==> src/rtl/rom_walk_pkg.sv <==
package rom_walk_pkg;
  localparam int IDX_W        = 6;
  localparam int PORT_REC_LEN = 8;

  typedef enum logic [3:0] {
    S_IDLE, S_CHECK, S_LEN, S_HDR, S_B2, S_B3,
    S_EMIT, S_DONE, S_OVR, S_BADLEN
  } walk_state_e;
endpackage

==> src/rtl/rom_walk_bounds.sv <==
module rom_walk_bounds #(
  parameter int SZ_W = 16
) (
  input  logic [SZ_W-1:0] pos,
  input  logic [SZ_W-1:0] size,
  input  logic [7:0]      len,
  output logic            at_end,
  output logic            last_byte,
  output logic            len_bad
);
  localparam int EW = SZ_W + 1;
  logic [EW-1:0] pos_plus_len;
  logic [EW-1:0] pos_plus_one;

  always_comb begin
    pos_plus_len = {1'b0, pos} + EW'(len);
    pos_plus_one = {1'b0, pos} + EW'(1);
    at_end       = (pos >= size);
    last_byte    = (pos_plus_one == {1'b0, size});
    len_bad      = (len == 8'd0) || (pos_plus_len > {1'b0, size});
  end
endmodule

==> src/rtl/rom_walk_byte_dec.sv <==
module rom_walk_byte_dec
  import rom_walk_pkg::*;
(
  input  logic [7:0]       byte_in,
  output logic [IDX_W-1:0] idx,
  output logic             dis_bit,
  output logic             type_bit,
  output logic             link_bit,
  output logic             dual_bit,
  output logic [IDX_W-1:0] partner
);
  always_comb begin
    idx      = byte_in[5:0];
    dis_bit  = byte_in[6];
    type_bit = byte_in[7];
    link_bit = byte_in[4];
    dual_bit = byte_in[7];
    partner  = byte_in[5:0];
  end
endmodule

==> src/rtl/rom_entry_walker.sv <==
module rom_entry_walker
  import rom_walk_pkg::*;
#(
  parameter int SZ_W    = 16,
  parameter int HDR_LEN = 22
) (
  input  logic            clk,
  input  logic            rst_n,
  input  logic            start,
  input  logic [SZ_W-1:0] image_size,
  input  logic [5:0]      max_port,
  output logic            rd_en,
  output logic [SZ_W-1:0] rd_addr,
  input  logic [7:0]      rd_data,
  output logic            busy,
  output logic            done,
  output logic            err_overrun,
  output logic            err_port_len,
  output logic            ent_valid,
  output logic            ent_is_port,
  output logic [5:0]      ent_index,
  output logic            ent_disabled,
  output logic            ent_link,
  output logic            ent_has_dual,
  output logic [5:0]      ent_dual_port,
  output logic [7:0]      ent_payload_len,
  output logic [SZ_W-1:0] ent_payload_addr
);
  localparam logic [SZ_W-1:0] START_POS = SZ_W'(HDR_LEN);

  // reset: asserted asynchronously, released through two flops
  logic [1:0] rst_sync;
  logic       rst_ni;
  always_ff @(posedge clk or negedge rst_n) begin
    if (!rst_n) rst_sync <= 2'b00;
    else        rst_sync <= {rst_sync[0], 1'b1};
  end
  assign rst_ni = rst_sync[1];

  walk_state_e      state_q, state_d;
  logic [SZ_W-1:0]  pos_q, pos_d, size_q, size_d, paddr_q, paddr_d;
  logic [IDX_W-1:0] maxp_q, maxp_d, idx_q, idx_d, dport_q, dport_d;
  logic [7:0]       len_q, len_d, plen_q, plen_d;
  logic             isport_q, isport_d, dis_q, dis_d;
  logic             link_q, link_d, hasd_q, hasd_d;

  logic             at_end, last_byte, len_bad;
  logic [IDX_W-1:0] dec_idx, dec_partner;
  logic             dec_dis, dec_type, dec_link, dec_dual;
  logic             can_start;

  rom_walk_bounds #(.SZ_W(SZ_W)) u_bounds (
    .pos(pos_q), .size(size_q), .len(rd_data),
    .at_end(at_end), .last_byte(last_byte), .len_bad(len_bad)
  );

  rom_walk_byte_dec u_dec (
    .byte_in(rd_data), .idx(dec_idx), .dis_bit(dec_dis), .type_bit(dec_type),
    .link_bit(dec_link), .dual_bit(dec_dual), .partner(dec_partner)
  );

  assign can_start = (state_q == S_IDLE) || (state_q == S_DONE) ||
                     (state_q == S_OVR)  || (state_q == S_BADLEN);

  // next-state process
  always_comb begin
    state_d  = state_q;  pos_d  = pos_q;   size_d = size_q;  maxp_d = maxp_q;
    len_d    = len_q;    idx_d  = idx_q;   dport_d = dport_q;
    plen_d   = plen_q;   paddr_d = paddr_q;
    isport_d = isport_q; dis_d  = dis_q;   link_d = link_q;  hasd_d = hasd_q;
    rd_en    = 1'b0;
    rd_addr  = pos_q;
    unique case (state_q)
      S_CHECK: begin
        if (at_end)         state_d = S_DONE;
        else if (last_byte) state_d = S_OVR;
        else begin
          rd_en   = 1'b1;
          state_d = S_LEN;
        end
      end
      S_LEN: begin
        len_d = rd_data;
        if (len_bad) state_d = S_OVR;
        else begin
          rd_en   = 1'b1;
          rd_addr = pos_q + SZ_W'(1);
          state_d = S_HDR;
        end
      end
      S_HDR: begin
        isport_d = dec_type;
        idx_d    = dec_idx;
        dis_d    = dec_type & dec_dis;
        link_d   = 1'b0;
        hasd_d   = 1'b0;
        dport_d  = '0;
        plen_d   = dec_type ? 8'd0 : (len_q - 8'd2);
        paddr_d  = dec_type ? '0 : (pos_q + SZ_W'(2));
        if (!dec_type)               state_d = S_EMIT;
        else if (dec_idx > maxp_q) begin
          pos_d   = pos_q + SZ_W'(len_q);
          state_d = S_CHECK;
        end
        else if (dec_dis)            state_d = S_EMIT;
        else if (len_q != 8'(PORT_REC_LEN)) state_d = S_BADLEN;
        else begin
          rd_en   = 1'b1;
          rd_addr = pos_q + SZ_W'(2);
          state_d = S_B2;
        end
      end
      S_B2: begin
        link_d  = dec_link;
        hasd_d  = dec_dual;
        rd_en   = 1'b1;
        rd_addr = pos_q + SZ_W'(3);
        state_d = S_B3;
      end
      S_B3: begin
        dport_d = dec_partner;
        state_d = S_EMIT;
      end
      S_EMIT: begin
        pos_d   = pos_q + SZ_W'(len_q);
        state_d = S_CHECK;
      end
      default: begin
        if (start) begin
          pos_d   = START_POS;
          size_d  = image_size;
          maxp_d  = max_port;
          state_d = S_CHECK;
        end
      end
    endcase
  end

  // register process
  always_ff @(posedge clk or negedge rst_ni) begin
    if (!rst_ni) begin
      state_q <= S_IDLE; pos_q <= '0; size_q <= '0; maxp_q <= '0;
      len_q <= '0; idx_q <= '0; dport_q <= '0; plen_q <= '0; paddr_q <= '0;
      isport_q <= 1'b0; dis_q <= 1'b0; link_q <= 1'b0; hasd_q <= 1'b0;
    end else begin
      state_q <= state_d; pos_q <= pos_d; size_q <= size_d; maxp_q <= maxp_d;
      len_q <= len_d; idx_q <= idx_d; dport_q <= dport_d; plen_q <= plen_d;
      paddr_q <= paddr_d; isport_q <= isport_d; dis_q <= dis_d;
      link_q <= link_d; hasd_q <= hasd_d;
    end
  end

  assign busy             = !can_start;
  assign done             = (state_q == S_DONE);
  assign err_overrun      = (state_q == S_OVR);
  assign err_port_len     = (state_q == S_BADLEN);
  assign ent_valid        = (state_q == S_EMIT);
  assign ent_is_port      = isport_q;
  assign ent_index        = idx_q;
  assign ent_disabled     = dis_q;
  assign ent_link         = link_q;
  assign ent_has_dual     = hasd_q;
  assign ent_dual_port    = dport_q;
  assign ent_payload_len  = plen_q;
  assign ent_payload_addr = paddr_q;

  // assertions
  assert_read_in_bounds_R10: assert property (@(posedge clk) disable iff (!rst_ni)
    rd_en |-> (rd_addr < size_q));
  assert_single_pulse_R10: assert property (@(posedge clk) disable iff (!rst_ni)
    ent_valid |=> !ent_valid);
  assert_flags_exclusive_R11: assert property (@(posedge clk) disable iff (!rst_ni)
    $onehot0({busy, done, err_overrun, err_port_len}));
  assert_start_accept_R1: assert property (@(posedge clk) disable iff (!rst_ni)
    (start && !busy) |=> busy);
  assert_disabled_zero_R6: assert property (@(posedge clk) disable iff (!rst_ni)
    (ent_valid && ent_disabled) |-> (!ent_link && !ent_has_dual && ent_dual_port == '0));
  assert_port_in_range_R5: assert property (@(posedge clk) disable iff (!rst_ni)
    (ent_valid && ent_is_port) |-> (ent_index <= maxp_q));
  assert_done_from_walk_R2: assert property (@(posedge clk) disable iff (!rst_ni)
    $rose(done) |-> $past(busy));
  assert_no_read_after_err_R4: assert property (@(posedge clk) disable iff (!rst_ni)
    (err_overrun || err_port_len) |-> !rd_en);
endmodule

==> config.mk <==
export PLATFORM = sky130hd
export DESIGN_NAME = rom_entry_walker
export DESIGN_NICKNAME = d
export VERILOG_FILES = /design/src/rtl/rom_walk_pkg.sv /design/src/rtl/rom_walk_bounds.sv /design/src/rtl/rom_walk_byte_dec.sv /design/src/rtl/rom_entry_walker.sv
export SDC_FILE = /design/constraint.sdc
export NUM_CORES = 1
export LEC_CHECK = 0
export ABC_AREA = 1
export ABC_CLOCK_PERIOD_IN_PS = 9900
export BUFFER_PORTS_ARGS = -buffer_cell sky130_fd_sc_hd__buf_4
export CORE_UTILIZATION = 35
export DETAILED_ROUTE_END_ITERATION = 6
export PLACE_DENSITY = 0.52
export SLEW_MARGIN = 20
export SYNTH_ARGS = -nofsm -noshare
export SYNTH_HDL_FRONTEND = slang
export SYNTH_SLANG_ARGS = --single-unit
export TNS_END_PERCENT = 10
==> constraint.sdc <==
create_clock -name clk -period 9.9 [get_ports clk]
set_input_delay 0 -clock clk [delete_from_list [all_inputs] [get_ports clk]]
set_output_delay 0 -clock clk [all_outputs]
set_load 0.05 [all_outputs]
==> metrics <==
f_max=206 MHz; Yosys warnings=0; period utilization=49.1%; Resized cells post-CTS=0; initial core utilization=35.8%; multi-input logic area=4560 um2; Post-Route Setup TNS=0 ns; post-synthesis mux area share=0%; dpl cell area=8470 um2; Crit. End Element=output port; r2r setup slk=5.71 ns; clock latency on the worst-skew pair=0.36 ns; commonest non-fill, non-tap cell in the layout=nand2_1; Worst EP arrival=4.86 ns; Layout fillers=2297; largest net degree at the start of global routing=61; Nets=1267; FF/Latch Area=2310 um2; Adder-Cell Fraction of Synth Area=10.3%; worst-margin pin slew=0.981 ns; Fin Clk Skew=0.00758 ns; Mapped Avg Cell Area=7.06 um2; final slew viol count=0; final hold viol count=0; Post-Synthesis Cells=1069; P_leak=4.57 nW; floorplan row count=53; Total GRT Usage=24.2%; via count=7548; Post-synth ARST share=100%; Via density=5.19; HP Start=rd_data[3]; MaxCap Viol Count=0; Hold Crit Class=input pin to flop; port bufs=94; GRT overflow=0; Hold Worst Slack=0.0221 ns; RSZ-0062 raised after global routing=no; IO Pins=95; clk root buf=clkbuf_16; Critical Path Start Type=flop; number of synthesized flops with an enable pin=0; die area=22200 um2; die width=149 um; Worst Setup Path Type=flop to output port; CTS tree=done; die height=149 um; Design Area, Final=9020 um2; R2R depth=18; dpl ws=5.43 ns; Synth Register Bits=92; Synthesized Nets=1163; Hold Crit Endpoint=ent_dual_port[3]; hpwl dp=19900 um; Post-CTS Setup Bufs=0; GP Congestion=0.929; global-route wire length before repair=40200 um; Syn-to-layout area delta=19.6%; clock sinks=92; commonest non-fill, non-tap cells in the layout=nand2_1 (279), inv_1 (129), buf_4 (98), dfrtp_1 (91), o21ai_0 (90); Slew HR=34.4%; main combinational cell family by area after synthesis=simple AND/OR/NAND/NOR gates; final worst slack=5.04 ns; Synth Flop Type=dfrtp_1; post-route insts no fill=1453; Post-Route WL=26000 um; layout cells sized above 1=13.0%; Core Box Area=21100 um2; status=completed; Critical R2R Launch=pos_q[1]; Worst R2R End=state_q[3]; CTS buffer count=9; Post-CTS Hold Buffers=25; H-tree levels=3; antenna violations before repair=0; DRT iter0 DRCs=595; Cells after DPL=1412; Compound-Gate Fraction of Synth Area=14.3%; Final min period=4.86 ns; Clock Path Buffers=2; Hold Path Stages=3; drt first pass iters=5; post-route ant nets=0; n_diodes=0; PwrDens=302 nW/um2; # setup viols final=0; CP max FO=18; clk slew on worst S/H paths=0.07 ns; Crit path required time=9.90 ns; XOR/XNOR share of the synthesized area=5.14%; number of global-route vias before repair=7047; Netlist cell types=52; Post-route DRC=0; post-synthesis sequential area ratio=30.5%; simple-gate area share of the yosys netlist=30.6%; Routed wire per std cell=17.9 um; maximum vdd drop=0.155 mV; Synth Cell Area=7550 um2
==> cells by family after synthesis <==
kind of cell    count (synthesis)
fa+ha+maj                      61
flops                          92
xor+xnor                       38
other cells                     1
simple gates                  515
buf+inv                       169
compound gates                193
==> worst max-delay path, stage by stage (launching register included) <==
cell and delay (ns):
dfrtp_1 0.58, inv_1 0.27, fa_1 0.48, nand3b_1 0.18
nand2_1 0.15, nand3_1 0.12, nand3_1 0.23, xor2_1 0.11
ha_1 0.31, nand2_1 0.07, nor2_1 0.17, nand3b_1 0.09
nand3_1 0.09, nand2_1 0.05, nand2_1 0.05, nand2_1 0.04
nand2_1 0.05, nand2_1 0.37, nand2_2 0.37, nand2_1 0.10
nand2_2 0.24, nand2_1 0.08, nand2_1 0.09, buf_4 0.20
==> metal layers <==
metal | wire length (um) | track usage [%] | vias to the layer above
met5 | 0 | 0 | -
met4 | 767 | 9.64 | 0
met3 | 1560 | 3.15 | 38
met2 | 11500 | 37.4 | 284
met1 | 12100 | 34.2 | 3475
li1 | - | - | 3751
==> per-stage QoR <==
stage                     util [%]  power (W)
after floorplan                  -    0.00186
after global placement        40.2    0.00235
after detailed placement      40.2    0.00236
after CTS                     42.8    0.00275
after global routing          42.8    0.00295
final                         42.8    0.00273
==> registers in the layout (all words and copies together), names as in the netlist <==
register,count
ent_index,6
pos_q,16
rst_sync,2
ent_payload_len,8
ent_payload_addr,16
size_q,16
ent_link,1
ent_disabled,1
ent_is_port,1
maxp_q,6
ent_dual_port,6
state_q,4
len_q,8
ent_has_dual,1
==> cell usage after synthesis (5+ instances only) <==
| master | count | share of area, % |
|---|---|---|
| nand2_1 | 279 | 14 |
| inv_1 | 129 | 6.4 |
| dfrtp_1 | 92 | 31 |
| o21ai_0 | 90 | 6.0 |
| nand3_1 | 86 | 5.7 |
| nor2_1 | 71 | 3.5 |
| ha_1 | 59 | 9.8 |
| a21oi_1 | 48 | 3.2 |
| xor2_1 | 27 | 3.1 |
| nand4_1 | 25 | 2.1 |
| o21ai_1 | 17 | 1.1 |
| nor3_1 | 10 | 0.66 |
| buf_2 | 9 | 0.60 |
| clkbuf_1 | 9 | 0.45 |
| nand2_2 | 9 | 0.75 |
| a31oi_1 | 8 | 0.66 |
| buf_4 | 7 | 0.70 |
| inv_2 | 7 | 0.35 |
| nor2_2 | 7 | 0.58 |
| xnor2_1 | 7 | 0.81 |
| nor2_4 | 6 | 0.90 |
| a32o_1 | 5 | 0.66 |
| nand3b_1 | 5 | 0.50 |
| o22ai_1 | 5 | 0.41 |
==> area by class of cell <==
class                           instances  share of cell area (%)
Clock buffer                            9                    2.50
Clock inverter                          7                   0.887
Inverter                              139                    5.78
Multi-Input combinational cell        808                    50.5
Sequential cell                        92                    25.6
Tap cell                              275                    3.81
Timing Repair Buffer                  123                    10.9
==> worst max-delay path by stage <==
| stage | from | to | slack (ns) | cells after the start |
|---|---|---|---|---|
| final | pos_q[1] | rd_addr[0] | 5.04 | 23 |
| after floorplan | pos_q[0] | rd_addr[13] | 6.33 | 20 |
| after CTS | pos_q[1] | rd_addr[0] | 5.04 | 23 |
| after global placement | pos_q[1] | rd_addr[0] | 5.57 | 23 |
| after global routing | pos_q[1] | rd_addr[0] | 4.60 | 23 |
| after detailed placement | pos_q[1] | rd_addr[0] | 5.43 | 23 |
==> where the power goes <==
group	switching [W]	internal [W]	total [W]
Combinational	0.00119	0.000521	0.00171
Sequential	0.000134	0.000513	0.000648
Clock	0.000173	0.000201	0.000374
Total	0.00149	0.00124	0.00273
No activity file was read; power rests on OpenSTA's default activity.
